`src/rtl/adc_resp_pkg.sv`:
```
package adc_resp_pkg;

  typedef enum logic [1:0] {
    ST_IDLE,
    ST_SHIFT,
    ST_HOLD
  } frameState_t;

  // Strobes from the control block to the datapath, valid for one cycle.
  typedef struct packed {
    logic frameStart;  // latch the sample of the pending channel
    logic addrBit;     // shift the synchronised din into the address
    logic shiftOut;    // advance dout to the next position
    logic commit;      // frame complete: publish the address
    logic clearOut;    // chip-select went high: blank dout
  } ctrlStrobes_t;

endpackage

```
`src/rtl/adc_resp_sync.sv`:
```
module adc_resp_sync #(
  parameter int WIDTH = 3,
  parameter int STAGES = 2,
  parameter logic [WIDTH-1:0] IDLE_VAL = '0
) (
  input  logic             clk,
  input  logic             rstN,
  input  logic [WIDTH-1:0] rawIn,
  output logic [WIDTH-1:0] syncOut
);

  logic [WIDTH-1:0] pipe [STAGES];

  generate
    for (genvar s = 0; s < STAGES; s++) begin : g_stage
      if (s == 0) begin : g_first
        always_ff @(posedge clk or negedge rstN) begin
          if (!rstN) pipe[0] <= IDLE_VAL;
          else       pipe[0] <= rawIn;
        end
      end else begin : g_next
        always_ff @(posedge clk or negedge rstN) begin
          if (!rstN) pipe[s] <= IDLE_VAL;
          else       pipe[s] <= pipe[s-1];
        end
      end
    end
  endgenerate

  assign syncOut = pipe[STAGES-1];

endmodule

```
`src/rtl/adc_resp_ctrl.sv`:
```
module adc_resp_ctrl
  import adc_resp_pkg::*;
#(
  parameter int FRAME_LEN = 16,
  parameter int ADDR_POS = 2,
  parameter int ADDR_W = 3
) (
  input  logic         clk,
  input  logic         rstN,
  input  logic         csQ,
  input  logic         sclkQ,
  output logic         csPrev,
  output ctrlStrobes_t strobes
);

  localparam int CNT_W = $clog2(FRAME_LEN);
  localparam logic [CNT_W-1:0] LAST_POS = CNT_W'(FRAME_LEN - 1);
  localparam logic [CNT_W-1:0] ADDR_FIRST = CNT_W'(ADDR_POS);
  localparam logic [CNT_W-1:0] ADDR_LAST = CNT_W'(ADDR_POS + ADDR_W - 1);

  frameState_t state, stateNext;
  logic [CNT_W-1:0] bitCnt, bitCntNext;
  logic sclkPrev;
  logic csFall, csRise, sclkRise, sclkFall;

  assign csFall   = csPrev & ~csQ;
  assign csRise   = ~csPrev & csQ;
  assign sclkRise = ~sclkPrev & sclkQ;
  assign sclkFall = sclkPrev & ~sclkQ;

  always_comb begin
    stateNext  = state;
    bitCntNext = bitCnt;
    strobes    = '0;
    strobes.clearOut = csRise;
    if (csFall) begin
      strobes.frameStart = 1'b1;
      stateNext  = ST_SHIFT;
      bitCntNext = '0;
    end else begin
      case (state)
        ST_SHIFT: begin
          if (csRise) begin
            stateNext = ST_IDLE;  // partial frame dropped
          end else if (sclkRise) begin
            strobes.addrBit = (bitCnt >= ADDR_FIRST) && (bitCnt <= ADDR_LAST);
            if (bitCnt == LAST_POS) begin
              strobes.commit = 1'b1;
              stateNext = ST_HOLD;
            end else begin
              bitCntNext = bitCnt + 1'b1;
            end
          end else if (sclkFall && (bitCnt != '0)) begin
            strobes.shiftOut = 1'b1;
          end
        end
        ST_HOLD: begin
          if (csRise) stateNext = ST_IDLE;
        end
        default: stateNext = ST_IDLE;
      endcase
    end
  end

  always_ff @(posedge clk or negedge rstN) begin
    if (!rstN) begin
      state    <= ST_IDLE;
      bitCnt   <= '0;
      csPrev   <= 1'b1;
      sclkPrev <= 1'b1;
    end else begin
      state    <= stateNext;
      bitCnt   <= bitCntNext;
      csPrev   <= csQ;
      sclkPrev <= sclkQ;
    end
  end

endmodule

```
`src/rtl/adc_resp_datapath.sv`:
```
module adc_resp_datapath
  import adc_resp_pkg::*;
#(
  parameter int NUM_CH = 8,
  parameter int SAMPLE_W = 12,
  parameter int DATA_POS = 4,
  parameter int ADDR_W = 3
) (
  input  logic                       clk,
  input  logic                       rstN,
  input  ctrlStrobes_t               strobes,
  input  logic                       dinQ,
  input  logic [NUM_CH*SAMPLE_W-1:0] chanData,
  output logic                       dout,
  output logic                       frameDone,
  output logic [ADDR_W-1:0]          capturedAddr
);

  localparam int SHIFT_W = DATA_POS + SAMPLE_W;

  logic [SHIFT_W-1:0]  shiftReg;
  logic [ADDR_W-1:0]   addrShift;
  logic [SAMPLE_W-1:0] selSample;

  assign selSample = chanData[capturedAddr*SAMPLE_W +: SAMPLE_W];
  assign dout = shiftReg[SHIFT_W-1];

  always_ff @(posedge clk or negedge rstN) begin
    if (!rstN) begin
      shiftReg <= '0;
    end else if (strobes.clearOut) begin
      shiftReg <= '0;
    end else if (strobes.frameStart) begin
      shiftReg <= {{DATA_POS{1'b0}}, selSample};
    end else if (strobes.shiftOut) begin
      shiftReg <= {shiftReg[SHIFT_W-2:0], 1'b0};
    end
  end

  always_ff @(posedge clk or negedge rstN) begin
    if (!rstN) begin
      addrShift    <= '0;
      capturedAddr <= '0;
      frameDone    <= 1'b0;
    end else begin
      frameDone <= strobes.commit;
      if (strobes.addrBit) addrShift <= ADDR_W'({addrShift, dinQ});
      if (strobes.commit) capturedAddr <= addrShift;
    end
  end

endmodule

```
`src/rtl/adc_serial_responder.sv`:
```
module adc_serial_responder
  import adc_resp_pkg::*;
#(
  parameter int NUM_CH = 8,
  parameter int SAMPLE_W = 12,
  parameter int ADDR_POS = 2,
  parameter int DATA_POS = 4,
  parameter int SYNC_STAGES = 2,
  localparam int ADDR_W = $clog2(NUM_CH),
  localparam int FRAME_LEN = DATA_POS + SAMPLE_W
) (
  input  logic                       clk,
  input  logic                       rstN,
  input  logic                       csN,
  input  logic                       sclk,
  input  logic                       din,
  input  logic [NUM_CH*SAMPLE_W-1:0] chanData,
  output logic                       dout,
  output logic                       frameDone,
  output logic [ADDR_W-1:0]          capturedAddr
);

  logic csQ, sclkQ, dinQ, csPrev;
  ctrlStrobes_t strobes;

  adc_resp_sync #(
    .WIDTH(3),
    .STAGES(SYNC_STAGES),
    .IDLE_VAL(3'b110)
  ) u_sync (
    .clk(clk),
    .rstN(rstN),
    .rawIn({csN, sclk, din}),
    .syncOut({csQ, sclkQ, dinQ})
  );

  adc_resp_ctrl #(
    .FRAME_LEN(FRAME_LEN),
    .ADDR_POS(ADDR_POS),
    .ADDR_W(ADDR_W)
  ) u_ctrl (
    .clk(clk),
    .rstN(rstN),
    .csQ(csQ),
    .sclkQ(sclkQ),
    .csPrev(csPrev),
    .strobes(strobes)
  );

  adc_resp_datapath #(
    .NUM_CH(NUM_CH),
    .SAMPLE_W(SAMPLE_W),
    .DATA_POS(DATA_POS),
    .ADDR_W(ADDR_W)
  ) u_dp (
    .clk(clk),
    .rstN(rstN),
    .strobes(strobes),
    .dinQ(dinQ),
    .chanData(chanData),
    .dout(dout),
    .frameDone(frameDone),
    .capturedAddr(capturedAddr)
  );

endmodule

```
`config.mk`:
```
export PLATFORM = sky130hd
export DESIGN_NAME = adc_serial_responder
export DESIGN_NICKNAME = d
export VERILOG_FILES = /design/src/rtl/adc_resp_pkg.sv /design/src/rtl/adc_resp_sync.sv /design/src/rtl/adc_resp_ctrl.sv /design/src/rtl/adc_resp_datapath.sv /design/src/rtl/adc_serial_responder.sv
export SDC_FILE = /design/constraint.sdc
export NUM_CORES = 1
export LEC_CHECK = 0
export ABC_AREA = 1
export ABC_CLOCK_PERIOD_IN_PS = 1850
export BUFFER_PORTS_ARGS = -buffer_cell sky130_fd_sc_hd__buf_2
export CORE_MARGIN = 2
export CORE_UTILIZATION = 52
export CTS_BUF_LIST = sky130_fd_sc_hd__clkbuf_8
export DETAILED_ROUTE_END_ITERATION = 8
export PLACE_DENSITY = 0.86
export RECOVER_POWER = 100
export SLEW_MARGIN = 20
export SYNTH_ARGS = -nofsm -noshare
export SYNTH_HDL_FRONTEND = slang
export SYNTH_SLANG_ARGS = --single-unit
```
`constraint.sdc`:
```
create_clock -name clk -period 1.85 [get_ports clk]
set_input_delay 0.37 -clock clk [delete_from_list [all_inputs] [get_ports clk]]
set_output_delay 0.37 -clock clk [all_outputs]
set_load 0.05 [all_outputs]
```
Word-level counts from Yosys, hierarchy flattened --
Index checks and enable logic that the tools add are counted.
Storage, ports and cells: flip-flop bits (word level) 37, word-level logic and storage cells 62, input bits 101
Cells by class: reduce and logical (&&, ||, !) cells 8, shifts and indexed selects 1, $mul 1, $add $sub $neg 1, bitwise gates (word level) 8, muxes and demuxes 23, equal/unequal tests 8, magnitude comparators 2
Operators with widths (number):
- 96-bit by 8-bit indexed part select with 12-bit output | 1
- 16-bit 2-to-1 mux | 3
- 4-bit 2-to-1 mux | 5
- 2-bit 2-to-1 mux | 5
- 3-bit 2-to-1 mux | 3
- 4-bit by 1-bit inequality test with 1-bit output (second input constant) | 2
- 1-bit 2-to-1 mux | 6
- 3-bit by 2-bit multiplier with 5-bit output (second input constant) | 1
- 4-bit by 1-bit adder with 4-bit output (second input constant) | 1
- 1-bit bitwise AND | 4
- 4-bit equality test (second input constant) | 1
- 4-bit by 2-bit >= comparator with 1-bit output (second input constant) | 1
- 4-bit by 3-bit <= comparator with 1-bit output (second input constant) | 1
- 2-bit by 1-bit inequality test with 1-bit output (second input constant) | 2
- 1-bit NOT | 4
- 2-bit one-hot mux with 2 select lines | 1
- 4-bit AND reduction | 1
- 2-bit nonzero test | 2
- 4-bit nonzero test | 1
- 3-bit by 1-bit inequality test with 1-bit output (second input constant) | 1
- 3-bit AND reduction | 1
- 3-bit nonzero test | 1
- 2-bit by 1-bit equality test with 1-bit output (second input constant) | 1
- 2-bit equality test (second input constant) | 1
- 1-bit logical AND | 2

Longest topological paths before layout --
depth in word-level cells 11, mapped depth 11

Hierarchy --
From an unflattened synthesis, not the netlist that was laid out.
Second synthesis, totals: cells, all modules 495, area, all modules 2952.8 um2
Modules (own cells, without submodules):
- adc_resp_datapath | times used 1, area each 2180.8 um2, cells an instance 413
- adc_resp_ctrl | times used 1, area each 594.3 um2, cells an instance 73
- adc_resp_sync | times used 1, area each 177.7 um2, cells an instance 9

Least setup slack after synthesis --
No wires, ideal clock.
kind register -> register, start point reg u_sync.pipe, in the netlist u_sync.syncOut[2], end point reg u_dp.addrShift[0], cell stages (with the launch flop) 10, slack 0.204 ns, library setup time 0.133 ns, clock period less this slack 1.646 ns, arrival time 1.513 ns, cells stage by stage dfstp_2 inv_1 ha_1 buf_6 nor2_4 nand2_1 nor2_1 o211ai_1 nand2_1 o21ai_1
On the way: word-level cells in the longest chain between the ends 4
RTL lines:
- start, declared | RTL line adc_resp_sync.sv:12 | logic [WIDTH-1:0] pipe [STAGES];
- start signal, assigned by index | RTL line adc_resp_sync.sv:24 | else pipe[s] <= pipe[s-1];
- 1-bit bitwise AND | RTL line adc_resp_ctrl.sv:27 | assign csRise = ~csPrev & csQ;
- 3-bit 2-to-1 mux | RTL line adc_resp_ctrl.sv:43 | if (csRise) begin
- 3-bit 2-to-1 mux | RTL line adc_resp_ctrl.sv:41 | case (state)
- 3-bit 2-to-1 mux * | RTL line adc_resp_ctrl.sv:36 | if (csFall) begin
- end signal, assigned | RTL line adc_resp_datapath.sv:47 | if (strobes.addrBit) addrShift <= ADDR_W'({addrShift, dinQ});
- end, declared | RTL line adc_resp_datapath.sv:22 | logic [ADDR_W-1:0] addrShift;
Mark *: on every way between the ends. The rest lies on a longest branch, timed or not. A chain may end at the register's enable or synchronous reset.

Worst setup path in the final report --
start point reg u_ctrl.csPrev, end point reg u_dp.addrShift[0]
On the way: word-level cells in the longest chain between the ends 5
RTL lines:
- start, declared | RTL line adc_resp_ctrl.sv:12 | output logic csPrev,
- start signal, assigned | RTL line adc_resp_ctrl.sv:74 | csPrev <= csQ;
- 1-bit NOT | RTL line adc_resp_ctrl.sv:27
- 1-bit bitwise AND | RTL line adc_resp_ctrl.sv:27
- 3-bit 2-to-1 mux | RTL line adc_resp_ctrl.sv:43
- 3-bit 2-to-1 mux | RTL line adc_resp_ctrl.sv:41
- 3-bit 2-to-1 mux * | RTL line adc_resp_ctrl.sv:36
Marked as above.

==> run_results.csv <==
group,metric,value,unit
outcome,outcome,"completed",
power,swShare,0.337,
power,p_comb_frac,0.280,
finish,design_area,3590,um^2
finish,antenna_cells,0,
power,p_per_area,615,nW/um^2
global_route,grt-ovfl-total,0,
yosys,synth_edf_count,0,
finish,nets,691,
timing,fin_skew,6.72,ps
yosys,synth_warnings,0,
clock_tree,cts_buffers,5,
finish,drive_above_1_share,0.246,
worst_hold_path,worst_hold_path_type,"input pin to flop",
clock_tree,cts_tree,"built",
yosys,synth_seq_area_share,0.316,
route,wl_met3,500,um
route,wl_met2,3800,um
placement,gp_congestion,0.850,
placement,placed_area,3500,um^2
global_route,grtUsageTotal,0.251,
route,via_per_inst,4.94,
job,maxCapViolCount,0,
yosys,syn_nets,593,
route,drtIter0Drc,170,
route,routed.top_layer,"met4",
die,dieArea,6300,um^2
placement,place_inst,648,
placement,dp_hpwl,5820,um
power,leakagePower,2.24,nW
die,die_y,79.4,um
timing,fmax,0.591,GHz
clock_tree,postCtsHoldBufs,0,
global_route,grt_pass1_wl,12700,um
timing,final.setup.tns,0,ps
worst_hold_path,holdPathStages,1,
power,ir_drop,0.000484,V
yosys,synth-async-reset-ratio,1.00,
yosys,syn_inst,487,
global_route,grt_pass1_vias,2949,
timing,finalCriticalPeriod,1690,ps
timing,timing.final.crit_share,0.914,
clock_tree,clockBufferDepth,2,
yosys,netlist_area,2950,um^2
route,vias,3251,
timing,hold_viol,0,
die,initial_core_util,0.536,
power,p_int,1.46,mW
yosys,yosysTopAreaCell,"dfrtp_1",
worst_setup_path,critical_path_required,2010,ps
placement,numPortBuffers,105,
worst_setup_path,critPathLaunchType,"flop",
timing,setup_viol,0,
timing,worstMarginPinSlew,972,ps
worst_setup_path,criticalPathCategory,"flop to flop",
clock_tree,clockRootBuffer,"clkbuf_8",
clock_tree,path_clk_slew,70,ps
route,avgRoutedWirePerCell,11.7,um
worst_setup_path,arrival,1850,ps
route,drt_wl_total,7720,um
worst_setup_path,crit_fanout,6,
route,wl_met1,3200,um
route,first_pass_iters,5,
die,ioPinCount,106,
timing,drv_slew,0,
die,coreArea,5510,um^2
yosys,netlist_top_cells_count,"154 x nand2_1, 106 x inv_1, 89 x nand3_1",
placement,dpl_worst_slack,119,ps
route,antenna_left,0,
finish,area_growth,21.5,%
power,seq_power_share,0.472,
yosys,synth_top_area_share,0.263,
global_route,grt_max_degree,52,
timing,final.setup.worst_slack,158,ps
route,drc,0,
yosys,synth_flop_cell,"dfrtp_1",
power,total_power,2.21,mW
clock_tree,h-tree-depth,2,
yosys,yosys.cell_types.count,27,
die,row_count,27,
power,switchingPower,0.744,mW
yosys,ys_ff_latch,37,
finish,final_cells,658,
die,fp.dieW,79.4,um
yosys,synth_most_common_cell,"nand2_1",
yosys,synth_area_per_cell,6.07,um^2
power,p_clk_frac,0.247,
global_route,antenna_found_initial,0,
timing,grt_setup_unrepaired,"false",
clock_tree,insertion_delay,300,ps
clock_tree,cts.sinks,37,
yosys,synth_area_leaders,"dfrtp_1 26%, nand2_1 20%, nand3_1 15%, inv_1 13%, dfstp_2 5.3%",
timing,max_slew_margin,0.352,
worst_setup_path,worstRegToRegCells,8,
worst_setup_path,endpoint_kind,"flop",
## power by group through the flow
stage / combinational, mW / sequential [mW] / clock [mW]
floorplan: 0.411 / 1.02 / 0
global placement: 0.587 / 1.04 / 0
detailed placement: 0.616 / 1.05 / 0
CTS: 0.621 / 1.04 / 0.559
global route: 0.702 / 1.06 / 0.585
finish: 0.619 / 1.04 / 0.546
## sequential cells by signal (all words and copies together), names as in the netlist
signal,flops
u_ctrl.bitCnt,4
u_ctrl.csPrev,1
u_ctrl.sclkPrev,1
u_ctrl.state,2
u_dp.addrShift,3
u_dp.capturedAddr,3
u_dp.frameDone,1
u_dp.shiftReg,16
u_sync.pipe,3
u_sync.syncOut,3
## layout by cell type (no fill, tap or decap), types with 2 or more instances in the layout
| cell type | n |
|---|---|
| nand2_1 | 154 |
| inv_1 | 107 |
| buf_2 | 104 |
| nand3_1 | 89 |
| dfrtp_1 | 31 |
| nor2_1 | 29 |
| o21ai_0 | 13 |
| buf_4 | 8 |
| nor2_2 | 6 |
| clkbuf_8 | 5 |
| dfstp_2 | 5 |
| a21oi_1 | 4 |
| inv_2 | 3 |
| nand4_1 | 3 |
| ha_1 | 3 |
| nand2_4 | 2 |
| o211ai_1 | 2 |
| o21ai_1 | 2 |
| ha_2 | 2 |
| clkinv_2 | 2 |
| buf_12 | 2 |
## routing by layer
layer  track usage  up-vias
met5             0        -
met4        0.0948        0
met3        0.0430       23
met2         0.446      130
met1         0.304     1448
li1              -     1650
## what timing repair did
item,4_1_cts,5_1_grt
setup buffers,0,2
endpoints found under the setup margin,0,3
gates resized for setup,0,2
## cells by family (layout without fill, tap and decap cells)
| kind of cell | after synthesis | count (layout) | synth area share |
|---|---|---|---|
| flip-flops | 37 | 37 | 0.316 |
| buffers and inverters | 134 | 233 | 0.196 |
| adder cells (fa/ha/maj) | 5 | 5 | 0.0212 |
| AND/OR/NAND/NOR | 288 | 288 | 0.424 |
| AO/OA/AOI/OAI | 22 | 22 | 0.0398 |
| XOR/XNOR | 1 | 1 | 0.00297 |
## final timing paths
path | from | slack (ps) | to
min in group asynchronous | rstN | 210 | u_ctrl.state[0]
min | csN | 170 | u_sync.pipe[5]
max in group asynchronous | rstN | 610 | u_dp.shiftReg[7]
max | u_ctrl.csPrev | 160 | u_dp.addrShift[0]
max reg2reg | u_ctrl.csPrev | 160 | u_dp.addrShift[0]
min reg2reg | u_sync.pipe[3] | 360 | u_sync.syncOut[0]
## through the flow
| step | util | hold slack [ps] |
|---|---|---|
| after global routing | 0.652 | 154 |
| after detailed placement | 0.636 | 342 |
| after floorplan | - | 74.4 |
| after global placement | 0.636 | 332 |
| after CTS | 0.651 | 21.1 |
| final | 0.652 | 166 |
## area by class of cell
| cell class | count | area, um^2 |
|---|---|---|
| fillers | 516 | 1920 |
| multi-input cells | 316 | 1440 |
| flip-flops and latches | 37 | 933 |
| repair buffers | 116 | 629 |
| inverters | 109 | 409 |
| well taps | 72 | 90.1 |
| clock buffers | 5 | 68.8 |
| clock inverters | 3 | 13.8 |
## critical path, cell delays in order, from the launching register on
cell and delay [ps]:
dfstp_2 540, inv_1 60, ha_2 200, nor2_4 160, nand2_1 80, nor2_1 110, o211ai_1 180, nand2_1 130
o21ai_1 90
No activity file was read; power rests on OpenSTA's default activity.
